**src/rtl/isw_pkg.sv**
```systemverilog
package isw_pkg;

    typedef enum logic [1:0] {
        SYS_PAL   = 2'b00,
        SYS_NTSC  = 2'b01,
        SYS_SECAM = 2'b10,
        SYS_RSVD  = 2'b11
    } sys_t;

    typedef enum logic {
        STD_625 = 1'b0,
        STD_525 = 1'b1
    } lstd_t;

endpackage

```
**src/rtl/isw_hcount.sv**
```systemverilog
module isw_hcount #(
    parameter int PIX_W = 11
) (
    input  logic             clk_i,
    input  logic             rst_ni,
    input  logic             ce_i,
    input  logic             hs_i,
    output logic [PIX_W-1:0] pix_o,
    output logic             half_o
);

    typedef struct packed {
        logic [PIX_W-1:0] pix;
        logic [PIX_W-1:0] len;
    } hc_t;

    hc_t st_d, st_q;

    always_comb begin
        st_d = st_q;
        if (hs_i) begin
            st_d.len = st_q.pix;
            st_d.pix = '0;
        end else if (ce_i && (st_q.pix != '1)) begin
            st_d.pix = st_q.pix + 1'b1;
        end
    end

    always_ff @(posedge clk_i) begin
        if (!rst_ni) st_q <= '0;
        else         st_q <= st_d;
    end

    assign pix_o  = st_q.pix;
    assign half_o = (st_q.pix >= (st_q.len >> 1));

    // each line restarts the tick position
    a_r2_pix_restart: assert property (@(posedge clk_i) disable iff (!rst_ni)
        hs_i |=> (pix_o == '0));

    // the position only moves on a counting tick
    a_r2_pix_hold: assert property (@(posedge clk_i) disable iff (!rst_ni)
        (!hs_i && !ce_i) |=> $stable(pix_o));

endmodule

```
**src/rtl/isw_vdelay.sv**
```systemverilog
module isw_vdelay #(
    parameter int DLY_W = 13
) (
    input  logic             clk_i,
    input  logic             rst_ni,
    input  logic             ce_i,
    input  logic             vs_i,
    input  logic [DLY_W-1:0] dly_i,
    output logic             vs_dly_o
);

    typedef struct packed {
        logic             pend;
        logic [DLY_W-1:0] cnt;
    } vd_t;

    vd_t  st_d, st_q;
    logic fire;

    assign fire = st_q.pend && (st_q.cnt == '0);

    always_comb begin
        st_d = st_q;
        if (vs_i) begin
            st_d.pend = 1'b1;
            st_d.cnt  = dly_i;
        end else if (fire) begin
            st_d.pend = 1'b0;
        end else if (st_q.pend && ce_i) begin
            st_d.cnt = st_q.cnt - 1'b1;
        end
    end

    always_ff @(posedge clk_i) begin
        if (!rst_ni) st_q <= '0;
        else         st_q <= st_d;
    end

    assign vs_dly_o = fire;

    // one input pulse gives one delayed pulse
    a_r8_single_pulse: assert property (@(posedge clk_i) disable iff (!rst_ni)
        (vs_dly_o && !vs_i) |=> !vs_dly_o);

    // the delay is measured in counting ticks only
    a_r8_hold_between_ticks: assert property (@(posedge clk_i) disable iff (!rst_ni)
        (st_q.pend && !vs_i && !ce_i) |=> $stable(st_q.cnt));

endmodule

```
**src/rtl/isw_vref.sv**
```systemverilog
module isw_vref
    import isw_pkg::*;
#(
    parameter int LINE_W          = 10,
    parameter int MIN_VS_GAP      = 200,
    parameter int STD_THRESH_HALF = 575
) (
    input  logic              clk_i,
    input  logic              rst_ni,
    input  logic              hs_i,
    input  logic              vs_dly_i,
    input  logic              half_i,
    output logic [LINE_W-1:0] line_o,
    output logic              seen_o,
    output logic              det525_o,
    output logic              odd_o
);

    localparam int HC_W = LINE_W + 1;

    typedef struct packed {
        logic [LINE_W-1:0] line;
        logic              seen;
        lstd_t             det;
        lstd_t             cand;
        logic              cand_v;
        logic              odd;
    } vr_t;

    vr_t             st_d, st_q;
    logic            acc;
    logic [HC_W-1:0] half_cnt;
    lstd_t           meas;

    assign acc      = vs_dly_i && (!st_q.seen || (st_q.line >= LINE_W'(MIN_VS_GAP)));
    assign half_cnt = {st_q.line, half_i};
    assign meas     = (half_cnt < HC_W'(STD_THRESH_HALF)) ? STD_525 : STD_625;

    always_comb begin
        st_d = st_q;
        if (hs_i && (st_q.line != '1)) begin
            st_d.line = st_q.line + 1'b1;
        end
        if (acc) begin
            st_d.line = '0;
            st_d.seen = 1'b1;
            st_d.odd  = half_i;
            if (st_q.seen) begin
                st_d.cand   = meas;
                st_d.cand_v = 1'b1;
                if (st_q.cand_v && (st_q.cand == meas)) begin
                    st_d.det = meas;
                end
            end
        end
    end

    always_ff @(posedge clk_i) begin
        if (!rst_ni) begin
            st_q <= '{line: '0, seen: 1'b0, det: STD_625, cand: STD_625,
                      cand_v: 1'b0, odd: 1'b0};
        end else begin
            st_q <= st_d;
        end
    end

    assign line_o   = st_q.line;
    assign seen_o   = st_q.seen;
    assign det525_o = (st_q.det == STD_525);
    assign odd_o    = st_q.odd;

    // an accepted reference restarts line numbering
    a_r5_line_restart: assert property (@(posedge clk_i) disable iff (!rst_ni)
        acc |=> (line_o == '0));

    // the detected standard moves only on an accepted reference
    a_r6_std_on_accept: assert property (@(posedge clk_i) disable iff (!rst_ni)
        !acc |=> $stable(st_q.det));

    // parity moves only on an accepted reference
    a_r9_parity_on_accept: assert property (@(posedge clk_i) disable iff (!rst_ni)
        !acc |=> $stable(odd_o));

endmodule

```
**src/rtl/isw_inset_window.sv**
```systemverilog
module isw_inset_window
    import isw_pkg::*;
#(
    parameter int PIX_W           = 11,
    parameter int LINE_W          = 10,
    parameter int HDEL_W          = 8,
    parameter int VDEL_W          = 8,
    parameter int HOPEN_BASE      = 104,
    parameter int WIN_TICKS       = 704,
    parameter int FIRST_LINE_625  = 36,
    parameter int FIRST_LINE_525  = 26,
    parameter int WIN_LINES_625   = 264,
    parameter int WIN_LINES_525   = 228,
    parameter int STD_THRESH_HALF = 575,
    parameter int MIN_VS_GAP      = 200,
    parameter int COMB_EXTRA      = 216
) (
    input  logic              clk_i,
    input  logic              rst_ni,
    input  logic              ce13_i,
    input  logic              hsync_i,
    input  logic              vsync_i,
    input  logic              sync_combined_i,
    input  logic [HDEL_W-1:0] hdelay_i,
    input  logic [VDEL_W-1:0] vdelay_i,
    input  logic              std_auto_i,
    input  logic              std_force525_i,
    input  logic [1:0]        sys_code_i,
    input  logic              chroma_x2_i,
    output logic              win_o,
    output logic              std525_o,
    output logic              field_odd_o,
    output logic              chroma_x2_o
);

    localparam int HW    = PIX_W + 2;
    localparam int LW    = LINE_W + 1;
    localparam int DLY_W = PIX_W + 2;

    logic [PIX_W-1:0]  pix;
    logic              half;
    logic              vs_dly;
    logic [LINE_W-1:0] line;
    logic              seen;
    logic              det525;
    logic [DLY_W-1:0]  dly_total;
    logic [HW-1:0]     h_open, h_close, pix_x;
    logic [LW-1:0]     v_first, v_end, line_x;
    logic              hact, vact;

    always_comb begin
        dly_total = DLY_W'(vdelay_i) + DLY_W'(hdelay_i)
                  + (sync_combined_i ? DLY_W'(COMB_EXTRA) : DLY_W'(0));
    end

    isw_hcount #(.PIX_W(PIX_W)) hcount_i (
        .clk_i  (clk_i),
        .rst_ni (rst_ni),
        .ce_i   (ce13_i),
        .hs_i   (hsync_i),
        .pix_o  (pix),
        .half_o (half)
    );

    isw_vdelay #(.DLY_W(DLY_W)) vdelay_i0 (
        .clk_i    (clk_i),
        .rst_ni   (rst_ni),
        .ce_i     (ce13_i),
        .vs_i     (vsync_i),
        .dly_i    (dly_total),
        .vs_dly_o (vs_dly)
    );

    isw_vref #(
        .LINE_W          (LINE_W),
        .MIN_VS_GAP      (MIN_VS_GAP),
        .STD_THRESH_HALF (STD_THRESH_HALF)
    ) vref_i (
        .clk_i    (clk_i),
        .rst_ni   (rst_ni),
        .hs_i     (hsync_i),
        .vs_dly_i (vs_dly),
        .half_i   (half),
        .line_o   (line),
        .seen_o   (seen),
        .det525_o (det525),
        .odd_o    (field_odd_o)
    );

    always_comb begin
        std525_o = std_auto_i ? det525 : std_force525_i;

        pix_x   = HW'(pix);
        h_open  = HW'(HOPEN_BASE) + HW'(hdelay_i);
        h_close = h_open + HW'(WIN_TICKS);
        hact    = (pix_x >= h_open) && (pix_x < h_close);

        line_x  = LW'(line);
        v_first = std525_o ? LW'(FIRST_LINE_525) : LW'(FIRST_LINE_625);
        v_end   = v_first + (std525_o ? LW'(WIN_LINES_525) : LW'(WIN_LINES_625));
        vact    = seen && (line_x >= v_first) && (line_x < v_end);

        win_o       = hact && vact;
        chroma_x2_o = (sys_t'(sys_code_i) == SYS_SECAM) || chroma_x2_i;
    end

    // with delay and standard steady, the window opens only on a tick
    a_r2_open_on_tick: assert property (@(posedge clk_i) disable iff (!rst_ni)
        ($rose(win_o) && $stable(hdelay_i) && $stable(std525_o)) |-> $past(ce13_i));

    // no window before the first reference
    a_r1_no_window_unsynced: assert property (@(posedge clk_i) disable iff (!rst_ni)
        !seen |-> !win_o);

endmodule

```
**config.mk**
```make
export PLATFORM = sky130hd
export DESIGN_NAME = isw_inset_window
export DESIGN_NICKNAME = d
export VERILOG_FILES = /design/src/rtl/isw_pkg.sv /design/src/rtl/isw_hcount.sv /design/src/rtl/isw_vdelay.sv /design/src/rtl/isw_vref.sv /design/src/rtl/isw_inset_window.sv
export SDC_FILE = /design/constraint.sdc
export NUM_CORES = 1
export LEC_CHECK = 0
export BUFFER_PORTS_ARGS = -buffer_cell sky130_fd_sc_hd__buf_2
export CAP_MARGIN = 20
export CORE_ASPECT_RATIO = 1.4
export CORE_MARGIN = 3
export CORE_UTILIZATION = 55
export DETAILED_ROUTE_END_ITERATION = 16
export PLACE_DENSITY = 0.74
export SLEW_MARGIN = 20
export SYNTH_ARGS = -nofsm -noshare
export SYNTH_HDL_FRONTEND = slang
export SYNTH_SLANG_ARGS = --single-unit
```
**constraint.sdc**
```tcl
create_clock -name clk_i -period 8.1 [get_ports clk_i]
set_clock_uncertainty 0.15 [all_clocks]
set_input_delay 1.215 -clock clk_i [delete_from_list [all_inputs] [get_ports clk_i]]
set_output_delay 1.215 -clock clk_i [all_outputs]
set_load 0.02 [all_outputs]
```
# --- After elaboration in Yosys (flattened, before gate mapping) ---
# Index checks and enable logic that the tools add are counted.
word_totals:
  memories: 0
  output_inout_bits: 4
  reg_bits: 51
  latchBits: 0
  inputBits: 27
  mem_bits_ro: 0
  ramBits: 0
classes:
  shift: 0
  n_bitwise: 1
  magnitude_cmp: 7
  mul: 0
  n_eq_ne: 5
  muxes: 9
  n_reduce_logical: 21
  div: 0
  n_addsub: 8
op_table:
  columns: ["cell", "n"]
  rows:
  - ["$mux W13", 2]
  - ["$mux W14", 1]
  - ["$logic_not A13 Y1", 1]
  - ["$sub A13 B1 Y13 const B", 1]
  - ["$add A11 B1 Y11 const B", 1]
  - ["$add A9 B10 Y11 const B", 1]
  - ["$ge A11 B10 Y1", 1]
  - ["$ge A11 B9 Y1", 1]
  - ["$lt A11 B10 Y1 const B", 1]
  - ["$lt A11 B11 Y1", 1]
  - ["$ne A11 B11 Y1 const B", 1]
  - ["$add A10 B1 Y10 const B", 1]
  - ["$add A6 B9 Y10", 1]
  - ["$add A9 B8 Y10", 1]
  - ["$ge A10 B6 Y1", 1]
  - ["$ge A10 B8 Y1 const B", 1]
  - ["$logic_and A1 B1 Y1", 10]
  - ["$lt A10 B10 Y1", 1]
  - ["$ne A10 B10 Y1 const B", 1]
  - ["$add A7 B8 Y9 const A", 1]
  - ["$add A8 B8 Y9", 1]
  - ["$mux W9", 1]
  - ["$mux W8", 1]
  - ["$mux W6", 1]
  - ["other kinds (11)", 17]

# --- Longest topological paths before layout ---
# Gate-level depths: netlist of run 1.
logic_depth:
  ltp_word: 6
  depth_mapped: 13
  mapped_depth_nobuf: 13

# --- Cells and area by module ---
# A second synthesis of run 1 with hierarchy kept.
hier_totals:
  hier_cells: 459
  area_unflattened_um2: 4007.6
modules_own_cells:
  columns: ["module", "seq_area_each_um2", "n_inst", "area_each_um2", "cells_each"]
  rows:
  - ["isw_hcount", 420.4, 1, 1253.7, 131]
  - ["isw_inset_window", 0.0, 1, 1043.5, 126]
  - ["isw_vref", 300.3, 1, 873.3, 100]
  - ["isw_vdelay", 280.3, 1, 837.1, 102]

# --- Worst setup path before layout of run 1 ---
# Ideal clock, no wire load.
synth_path:
  path_type: "input to output"
  from: "input port hdelay_i[3]"
  to: "output port win_o"
  path_slack_ns: 3.174
  path_buffers: 0
  t_required_ns: 6.735
  t_arrival_ns: 3.561
  path_stages: 13
  path_cell_list: "ha_1 -> nor3_1 -> xor2_1 -> nand2_1 -> ha_1 -> inv_1 -> ha_1 -> or4b_1 -> a221oi_1 -> o21ai_0 -> a31oi_1 -> o221ai_1 -> a31oi_1"
synth_via:
  elab_chain_len: 5
  word_cells_on_any_way: 6
synth_lines:
  columns: ["element", "line_no", "text"]
  rows:
  - ["start, declared", "isw_inset_window.sv:24", "input logic [HDEL_W-1:0] hdelay_i,"]
  - ["$add A7 B8 Y9 *", "isw_inset_window.sv:94", "h_open = HW'(HOPEN_BASE) + HW'(hdelay_i);"]
  - ["$add A9 B10 Y11", "isw_inset_window.sv:95", "h_close = h_open + HW'(WIN_TICKS);"]
  - ["$lt A11 B11 Y1", "isw_inset_window.sv:96", "hact = (pix_x >= h_open) && (pix_x < h_close);"]
  - ["$logic_and A1 B1 Y1 *", "isw_inset_window.sv:96", null]
  - ["$logic_and A1 B1 Y1 *", "isw_inset_window.sv:103", "win_o = hact && vact;"]
  - ["end, declared", "isw_inset_window.sv:30", "output logic win_o,"]
# Every way passes the cells marked *; elsewhere a longest branch is shown, timed or not.

# --- Final worst setup path of run 1 ---
# Ends and elaborated chain as after synthesis.

==> flow_metrics.env, run 1 <==
export IMPL_num_rows=33
export IMPL_worstHoldPathCells=1
export IMPL_crit_fanout=4
export IMPL_synth_top_area_share=0.283
export IMPL_wl_per_cell_um=14.3
export IMPL_overflow=0
export IMPL_fmax_mhz=191
export IMPL_cap_violations=0
export IMPL_synth_adder_area_share=0.195
export IMPL_syn_area_per_cell_um2=8.66
export IMPL_dp_cells=500
export IMPL_grt_max_degree=29
export IMPL_hold_viol=0
export IMPL_netlist_instances=408
export IMPL_synth_most_common_cell="dfxtp_1"
export IMPL_yosysSeqAreaShare=0.283
export IMPL_hp_start="vdelay_i0.st_q[12]$_SDFFE_PN0P_"
export IMPL_synth_mux_area_frac=0.0368
export IMPL_root_buffer="clkbuf_8"
export IMPL_cp_required_ns=6.73
export IMPL_clk_latency_ns=0.31
export IMPL_antenna_cells=0
export IMPL_synthToLayoutAreaGrowth_pct=8.99
export IMPL_dpl_hpwl_mm=5.82
export IMPL_numCtsBuffers=5
export IMPL_status="finished, final reports clean"
export IMPL_rsz0062_at_grt="no"
export IMPL_synth_xor_xnor_area_share=0.0892
export IMPL_hold_class="reg2reg"
export IMPL_min_period_ns=5.24
export IMPL_r2r_start="hcount_i.pix_o[8]$_SDFFE_PP0P_"
export IMPL_period_share=0.647
export IMPL_synth_common_cells="dfxtp_1, ha_1, nor2_1"
export IMPL_die_w_um=73.8
export IMPL_fin_area_um2=3850
export IMPL_r2r_cells=7
export IMPL_final_util=0.639
export IMPL_num_vias=2915
export IMPL_start_util=0.586
export IMPL_post_dp_cell_area_um2=3740
export IMPL_synth_simple_area_share=0.200
export IMPL_port_buffers=30
export IMPL_cts_tree="built"
export IMPL_fin_nets=516
export IMPL_grt_use_total=0.213
export IMPL_fillers=534
export IMPL_antenna_found_initial=0
export IMPL_die_area_um2=7440
export IMPL_worstSetupPathType="in2out"
export IMPL_gp_congestion=0.849
export IMPL_syn_nets=487
export IMPL_timing_rr_end="vref_i.det525_o$_SDFFE_PN0P_"
export IMPL_cts_setup_buffers=0
export IMPL_ys_ff_latch=50
export IMPL_cts_resized=0
export IMPL_firstDrtPassIters=4
export IMPL_drive_gt1_frac=0.112
export IMPL_end_kind="primary output"
export IMPL_fin_tns_setup_ns=0
export IMPL_cts_sinks=50
export IMPL_grt_pass1_vias=2884
export IMPL_drcViolationCount=0
export IMPL_clockBufferDepth=2
export IMPL_synth_edff_count=0
export IMPL_clk_pin_slew_worst_paths_ns=0.10
export IMPL_yosysTopAreaCell="dfxtp_1"
export IMPL_coreArea_um2=6030
export IMPL_crit_arrival_ns=3.87
export IMPL_syn_area_um2=3530
export IMPL_htree_levels=2
export IMPL_grt_pass1_wl_mm=12.6
export IMPL_power_density_nw_per_um2=150
export IMPL_synthTopCellsByArea="dfxtp_1, ha_1, xor2_1"
export IMPL_drt_iter0_drc=115
export IMPL_irDropWorstVdd_v=0.000110
export IMPL_leakagePower_nw=1.74
export IMPL_ant_nets=0
export IMPL_drv_slew=0
export IMPL_yosysUniqueCellTypes=51
export IMPL_yosysWarnings=0
export IMPL_setup_viol=0
export IMPL_synth_compound_area_frac=0.153
export IMPL_worst_slew_pin_slew_ns=0.552
export IMPL_synth_top_family_by_area="simple AND/OR/NAND/NOR gates"
export IMPL_regToRegSetupSlack_ns=5.74
export IMPL_die_h_um=101
export IMPL_viasPerCell=5.74
export IMPL_synth_async_sr_flop_share=0
export IMPL_synthFlopType="dfxtp_1"
export IMPL_wl_mm=7.28
export IMPL_p_total_uw=579
export IMPL_io_pins=31
export IMPL_relSlewSlack=0.628
export IMPL_start_kind="input pin"
export IMPL_stdcell_count=508
export IMPL_holdBufCountCts=0
export IMPL_min_to="vdelay_i0.st_q[12]$_SDFFE_PN0P_"
[cells by family (layout without fill, tap and decap cells)]
group / count (synthesis) / after routing
and+or+nand+nor: 136 / 136
AOI/OAI and AO/OA: 81 / 81
adders and majority gates: 52 / 52
DFF: 50 / 50
buffers and inverters: 40 / 70
xor gates and xnor gates: 36 / 36
muxes: 13 / 13
[how the worst max path moves through the flow]
stage                           start  endpoint  slack [ns]  depth (start not counted)
final                     hdelay_i[3]     win_o        2.86                         15
after detailed placement  hdelay_i[3]     win_o        2.85                         15
after CTS                 hdelay_i[3]     win_o        2.86                         15
after global placement    hdelay_i[3]     win_o        2.92                         15
after global routing      hdelay_i[3]     win_o        2.52                         15
after floorplan           hdelay_i[3]     win_o        3.17                         13
[stage by stage]
step | hold slack, ns | setup slack [ns]
global placement | 0.283 | 2.92
CTS | 0.315 | 2.86
floorplan | 0.277 | 3.17
global route | 0.324 | 2.52
detailed placement | 0.299 | 2.85
finish | 0.316 | 2.86
[state kept, by name, summed over array words and instances, names as in the netlist]
name	flops
hcount_i.pix_o	11
hcount_i.st_q	10
vdelay_i0.st_q	14
vref_i.det525_o	1
vref_i.line_o	10
vref_i.odd_o	1
vref_i.seen_o	1
vref_i.st_q	2
[routing by layer]
layer	global-route usage	routed length (um)	vias to the layer above
met5	0	0	-
met1	0.247	3140	1345
met3	0.0329	244	13
li1	-	-	1507
met4	0.0823	181	0
met2	0.381	3710	50
[power breakdown]
group          internal (mW)  switching [mW]  total [mW]
logic                 0.0582          0.0730       0.131
clock network         0.0927          0.0889       0.182
registers              0.256          0.0108       0.266
total                  0.406           0.173       0.579
[area by class of cell]
type                            count  area [um2]  share of cell area
Clock buffer                        5        68.8              0.0179
Clock inverter                      3        43.8              0.0114
Inverter                           32         120              0.0312
Multi-Input combinational cell    318        2380               0.618
Sequential cell                    50        1000               0.260
Tap cell                           70        87.6              0.0227
Timing Repair Buffer               30         150              0.0390
[critical path: stages]
cell and delay [ns]:
buf_2 0.13, ha_1 0.23, nor3_1 0.18, xor2_1 0.15, nand2_1 0.10, ha_1 0.14
inv_1 0.04, ha_1 0.16, or4b_1 0.50, a221oi_1 0.20, o21ai_0 0.13, a31oi_1 0.17
o221ai_1 0.13, a31oi_1 0.19, buf_2 0.20
[layout by cell type (no fill, tap or decap), types with 5 or more instances in the layout]
| master | instances |
|---|---|
| a21o_1 | 8 |
| a21oi_1 | 20 |
| a31oi_1 | 7 |
| and3_1 | 5 |
| buf_2 | 30 |
| clkbuf_8 | 5 |
| dfxtp_1 | 50 |
| fa_1 | 5 |
| ha_1 | 47 |
| inv_1 | 32 |
| mux2i_1 | 13 |
| nand2_1 | 22 |
| nand3_1 | 13 |
| nand4_1 | 8 |
| nor2_1 | 42 |
| nor2b_1 | 14 |
| nor3_1 | 8 |
| o21ai_0 | 15 |
| xnor2_1 | 16 |
| xor2_1 | 20 |
Power figures use the tool's default switching activity.
==> run 2, diff against run 1 <==
==> constraint.sdc (replaced) <==
create_clock -name clk_i -period 5.3 [get_ports clk_i]
set_clock_uncertainty 0.15 [all_clocks]
set_input_delay 0.795 -clock clk_i [delete_from_list [all_inputs] [get_ports clk_i]]
set_output_delay 0.795 -clock clk_i [all_outputs]
set_load 0.02 [all_outputs]
==> run 2 against run 1 <==
Net effect: flip-flop and latch count stayed put; sequential share of layout area stayed put; critical path depth stayed put; setup slack worse by 2.0 ns; power is 53% higher; via count is 0.27% higher; clock power is 52% higher; cell count stayed put; utilization stayed put; register-to-register slack worse by 2.8 ns; critical path type unchanged.
==> flow_metrics.env, run 2 (synthesis results as in run 1) <==
export IMPL_status="finished, final reports clean"
export IMPL_port_buffers=30
export IMPL_num_vias=2923
export IMPL_setup_viol=0
export IMPL_drcViolationCount=0
export IMPL_p_total_uw=883
export IMPL_cts_sinks=50
export IMPL_clk_pin_slew_worst_paths_ns=0.09
export IMPL_irDropWorstVdd_v=0.000168
export IMPL_cp_slowest_cell="or4b_1"
export IMPL_drt_iter0_drc=98
export IMPL_coreArea_um2=6030
export IMPL_grt_use_total=0.212
export IMPL_die_h_um=101
export IMPL_die_area_um2=7440
export IMPL_worstHoldPathCells=1
export IMPL_largest_register="vdelay_i0.st_q"
export IMPL_holdBufCountCts=0
export IMPL_most_common_layout_cells="dfxtp_1, ha_1, nor2_1, inv_1, buf_2"
export IMPL_antenna_found_initial=0
export IMPL_largest_reg_flops=14
export IMPL_viasPerCell=5.75
export IMPL_cts_tree="built"
export IMPL_firstDrtPassIters=4
export IMPL_clockBufferDepth=2
export IMPL_place_ws_ns=0.840
export IMPL_cap_violations=0
export IMPL_cts_setup_buffers=0
export IMPL_regToRegSetupSlack_ns=2.93
export IMPL_r2r_start="hcount_i.pix_o[8]$_SDFFE_PP0P_"
export IMPL_cp_required_ns=4.36
export IMPL_crit_buf_inv=3
export IMPL_stdcell_count=508
export IMPL_worst_slew_pin_slew_ns=0.533
export IMPL_crit_arrival_ns=3.50
export IMPL_leakagePower_nw=1.74
export IMPL_path_delay_family="compound AO/OA/AOI/OAI gates"
export IMPL_critPathMaxStageDelay_ns=0.50
export IMPL_overflow=0
export IMPL_path_cells="buf_2, ha_1, nor3_1, xor2_1, nand2_1, ha_1, inv_1, ha_1, or4b_1, a221oi_1, o21ai_0, a31oi_1, o221ai_1, a31oi_1, buf_2"
export IMPL_hold_ws_ns=0.309
export IMPL_wl_mm=7.23
export IMPL_root_buffer="clkbuf_8"
export IMPL_drive_gt1_frac=0.112
export IMPL_grt_pass1_vias=2853
export IMPL_end_kind="primary output"
export IMPL_crit_cells=15
export IMPL_relSlewSlack=0.641
export IMPL_num_rows=33
export IMPL_grt_pass1_wl_mm=12.5
export IMPL_dpl_hpwl_mm=5.81
export IMPL_dp_cells=500
export IMPL_final_common_cell="dfxtp_1"
export IMPL_hold_viol=0
export IMPL_drv_slew=0
export IMPL_htree_levels=2
export IMPL_period_share=0.838
export IMPL_r2r_cells=7
export IMPL_start_kind="input pin"
export IMPL_fin_nets=516
export IMPL_crit_fanout=4
export IMPL_rsz0062_at_grt="no"
export IMPL_worstSetupStartpoint="hdelay_i[3]"
export IMPL_io_pins=31
export IMPL_numCtsBuffers=5
export IMPL_die_w_um=73.8
export IMPL_crit_end="win_o"
export IMPL_worstSetupPathType="in2out"
export IMPL_synthToLayoutAreaGrowth_pct=8.99
export IMPL_gp_congestion=0.849
export IMPL_min_period_ns=4.44
export IMPL_fmax_mhz=225
export IMPL_wl_per_cell_um=14.2
export IMPL_worst_slack_ns=0.859
export IMPL_timing_rr_end="vref_i.det525_o$_SDFFE_PN0P_"
export IMPL_antenna_cells=0
export IMPL_clk_latency_ns=0.31
export IMPL_crit_top_cell="ha_1"
export IMPL_fin_tns_setup_ns=0
export IMPL_hold_class="reg2reg"
export IMPL_power_density_nw_per_um2=229
export IMPL_cts_resized=0
export IMPL_start_util=0.586
export IMPL_grt_max_degree=29
export IMPL_ant_nets=0
## run 2: layout make-up
class                      instances  area (um2)
multi-input combinational        318        2380
fill                             535        2180
sequential                        50        1000
timing repair buffer              30         150
inverter                          32         120
tap                               70        87.6
clock buffer                       5        68.8
clock inverter                     3        43.8
## run 2: worst reg2reg max path, stage by stage, from the launching register on
cell	delay [ns]
dfxtp_1	0.50
ha_1	0.31
a21o_1	0.18
a211oi_1	0.23
o31ai_1	0.16
or2_2	0.32
a311o_1	0.31
o22ai_1	0.14
## run 2: worst min path at each step
stage                                    startpoint                              end
global placement    vdelay_i0.st_q[12]$_SDFFE_PN0P_  vdelay_i0.st_q[12]$_SDFFE_PN0P_
finish              vdelay_i0.st_q[12]$_SDFFE_PN0P_  vdelay_i0.st_q[12]$_SDFFE_PN0P_
global route        vdelay_i0.st_q[12]$_SDFFE_PN0P_  vdelay_i0.st_q[12]$_SDFFE_PN0P_
floorplan           vdelay_i0.st_q[12]$_SDFFE_PN0P_  vdelay_i0.st_q[12]$_SDFFE_PN0P_
detailed placement  vdelay_i0.st_q[12]$_SDFFE_PN0P_  vdelay_i0.st_q[12]$_SDFFE_PN0P_
CTS                 vdelay_i0.st_q[12]$_SDFFE_PN0P_  vdelay_i0.st_q[12]$_SDFFE_PN0P_
## run 2: where the power goes
group	leakage, nW	total, mW	internal (mW)	switching, mW
sequential	0.406	0.407	0.391	0.0166
clock	0.0585	0.276	0.142	0.134
combinational	1.28	0.201	0.0890	0.112
## run 2: layer usage
metal / wire length (um) / track usage / up-vias
met1: 3200 / 0.252 / 1348
met3: 237 / 0.0309 / 13
li1: - / - / 1515
met4: 182 / 0.0851 / 0
met2: 3610 / 0.374 / 47
met5: 0 / 0 / -
## run 2: stage by stage
stage | instance area, um2 | util
6_report | 3850 | 0.639
5_1_grt | 3850 | 0.639
4_1_cts | 3850 | 0.639
3_5_place_dp | 3740 | 0.620
3_3_place_gp | 3740 | 0.620
2_1_floorplan | 3530 | -
==> run 3, diff against run 2 <==
--- a/config.mk
+++ b/config.mk
@@ -9,9 +9,9 @@
 export CAP_MARGIN = 20
 export CORE_ASPECT_RATIO = 1.4
 export CORE_MARGIN = 3
-export CORE_UTILIZATION = 55
+export CORE_UTILIZATION = 54
 export DETAILED_ROUTE_END_ITERATION = 16
-export PLACE_DENSITY = 0.74
+export PLACE_DENSITY = 0.76
 export SLEW_MARGIN = 20
 export SYNTH_ARGS = -nofsm -noshare
 export SYNTH_HDL_FRONTEND = slang
==> constraint.sdc (replaced) <==
create_clock -name clk_i -period 3.7 [get_ports clk_i]
set_clock_uncertainty 0.15 [all_clocks]
set_input_delay 0.555 -clock clk_i [delete_from_list [all_inputs] [get_ports clk_i]]
set_output_delay 0.555 -clock clk_i [all_outputs]
set_load 0.02 [all_outputs]
==> run 3 against run 2 <==
Net effect: the flow now finishes with violations (negative setup slack); utilization is 0.43 points lower; first-iteration DRC count shrank 19%; die area is 1.7% higher; cell area rose by 3.7%; routed wire length up 5.0%; hold slack got worse by 0.0025 ns; global-route usage grew 0.26 points; highest routed layer unchanged.
==> flow_metrics.env, run 3 (synthesis results as in run 1) <==
export IMPL_maxUsedRoutingLayer="met4"
export IMPL_crit_fanout=3
export IMPL_port_buffers=30
export IMPL_firstDrtPassIters=4
export IMPL_io_pins=31
export IMPL_cp_required_ns=2.99
export IMPL_worstHoldPathCells=1
export IMPL_hold_class="reg2reg"
export IMPL_fin_nets=525
export IMPL_antenna_cells=0
export IMPL_place_ws_ns=-0.101
export IMPL_min_period_ns=3.71
export IMPL_crit_arrival_ns=3.00
export IMPL_setup_viol=1
export IMPL_r2r_cells=7
export IMPL_grt_pass1_vias=2932
export IMPL_rsz0062_at_grt="yes"
export IMPL_multi_input_area_um2=2430
export IMPL_holdBufCountCts=0
export IMPL_drive_gt1_frac=0.145
export IMPL_num_vias=3007
export IMPL_htree_levels=2
export IMPL_die_area_um2=7570
export IMPL_drt_iter0_drc=79
export IMPL_relSlewSlack=0.658
export IMPL_netSwitchingFraction=0.291
export IMPL_grt_use_total=0.215
export IMPL_fin_tns_setup_ns=-0.00903
export IMPL_drcViolationCount=0
export IMPL_die_h_um=102
export IMPL_violations="negative setup slack"
export IMPL_status="finished with violations"
export IMPL_most_common_layout_cells="dfxtp_1, ha_1, nor2_1, inv_1, buf_2"
export IMPL_met3_length_um=201
export IMPL_largest_reg_flops=14
export IMPL_period_share=1.00
export IMPL_fin_area_um2=4000
export IMPL_combPwrFrac=0.238
export IMPL_root_buffer="clkbuf_8"
export IMPL_wl_mm=7.59
export IMPL_power_switching_uw=371
export IMPL_ant_nets=0
export IMPL_start_kind="input pin"
export IMPL_drv_slew=0
export IMPL_cap_violations=0
export IMPL_grt_max_degree=29
export IMPL_hold_viol=0
export IMPL_die_w_um=74.4
export IMPL_regToRegSetupSlack_ns=1.38
export IMPL_antenna_found_initial=0
export IMPL_largest_register="vdelay_i0.st_q"
export IMPL_power_density_nw_per_um2=319
export IMPL_pwr_share_seq=0.458
export IMPL_p_clk_frac=0.304
export IMPL_worst_slack_ns=-0.00903
export IMPL_grt_pass1_wl_mm=13.0
export IMPL_start_util=0.561
export IMPL_leakagePower_nw=1.80
export IMPL_worstSetupPathType="in2out"
export IMPL_overflow=0
export IMPL_fmax_mhz=270
export IMPL_dpl_hpwl_mm=5.90
export IMPL_final_common_cell="dfxtp_1"
export IMPL_final_util=0.635
export IMPL_cts_tree="built"
export IMPL_post_dp_cell_area_um2=3800
export IMPL_coreArea_um2=6300
export IMPL_clk_latency_ns=0.31
export IMPL_end_kind="primary output"
export IMPL_viasPerCell=5.79
export IMPL_irDropWorstVdd_v=0.000184
export IMPL_p_total_mw=1.27
export IMPL_met2WireLength_mm=3.90
export IMPL_cts_sinks=50
export IMPL_gp_congestion=0.825
export IMPL_clockBufferDepth=2
export IMPL_regArea_um2=1000
export IMPL_wl_per_cell_um=14.6
export IMPL_fillers=551
export IMPL_synthToLayoutAreaGrowth_pct=13.1
export IMPL_p_int_uw=903
export IMPL_wl_met1_mm=3.31
export IMPL_worst_slew_pin_slew_ns=0.513
export IMPL_num_rows=34
export IMPL_numCtsBuffers=5
export IMPL_clk_pin_slew_worst_paths_ns=0.09
run 3: changes by cell type in the layout (fill, tap and decap cells not counted), sizes merged:
cell	change
clkbuf	+1
inv	-1
clkinv	-1
buf	+9
clkinvlp	+1
run 3: final cells by class:
type | count | share of cell area
multi-input cells | 318 | 0.608
flip-flops and latches | 50 | 0.250
well taps | 72 | 0.0225
inverters | 32 | 0.0301
repair buffers | 39 | 0.0611
clock buffers | 6 | 0.0182
clock inverters | 2 | 0.00939
run 3: repair_timing:
| item | CTS | global route |
|---|---|---|
| pin swaps | 0 | 6 |
| gates resized for setup | 4 | 15 |
| endpoints found under the setup margin | 1 | 1 |
| buffers inserted | 0 | 1 |
run 3: power by group through the flow:
stage / logic, mW / clock network [mW] / registers, mW
2_1_floorplan: 0.211 / 0 / 0.591
3_3_place_gp: 0.282 / 0 / 0.595
3_5_place_dp: 0.290 / 0 / 0.596
4_1_cts: 0.294 / 0.394 / 0.583
5_1_grt: 0.342 / 0.409 / 0.587
6_report: 0.303 / 0.387 / 0.583
run 3: final timing paths:
check	from	to
max reg2reg	hcount_i.pix_o[8]$_SDFFE_PP0P_	vref_i.det525_o$_SDFFE_PN0P_
max	hdelay_i[4]	win_o
min reg2reg	vdelay_i0.st_q[12]$_SDFFE_PN0P_	vdelay_i0.st_q[12]$_SDFFE_PN0P_
min	vdelay_i0.st_q[12]$_SDFFE_PN0P_	vdelay_i0.st_q[12]$_SDFFE_PN0P_
run 3: critical path, cell delays in order:
cell and delay, ns:
buf_8 0.10, buf_6 0.11, a21o_1 0.22, xor2_2 0.19, nand2_1 0.09, ha_2 0.17
inv_2 0.04, ha_4 0.14, or4b_4 0.47, a221oi_2 0.18, o21ai_1 0.10, a31oi_1 0.16
o221ai_1 0.12, a31oi_1 0.19, buf_4 0.17
run 3: routing by layer:
layer | vias to the layer above | global-route usage
met5 | - | 0
met4 | 0 | 0.0712
met3 | 18 | 0.0278
met2 | 50 | 0.383
met1 | 1418 | 0.260
li1 | 1521 | -
run 3: through the flow:
step | instances | hold slack [ns]
2_1_floorplan | 408 | 0.277
3_3_place_gp | 510 | 0.289
3_5_place_dp | 510 | 0.292
4_1_cts | 518 | 0.308
5_1_grt | 519 | 0.313
6_report | 519 | 0.307
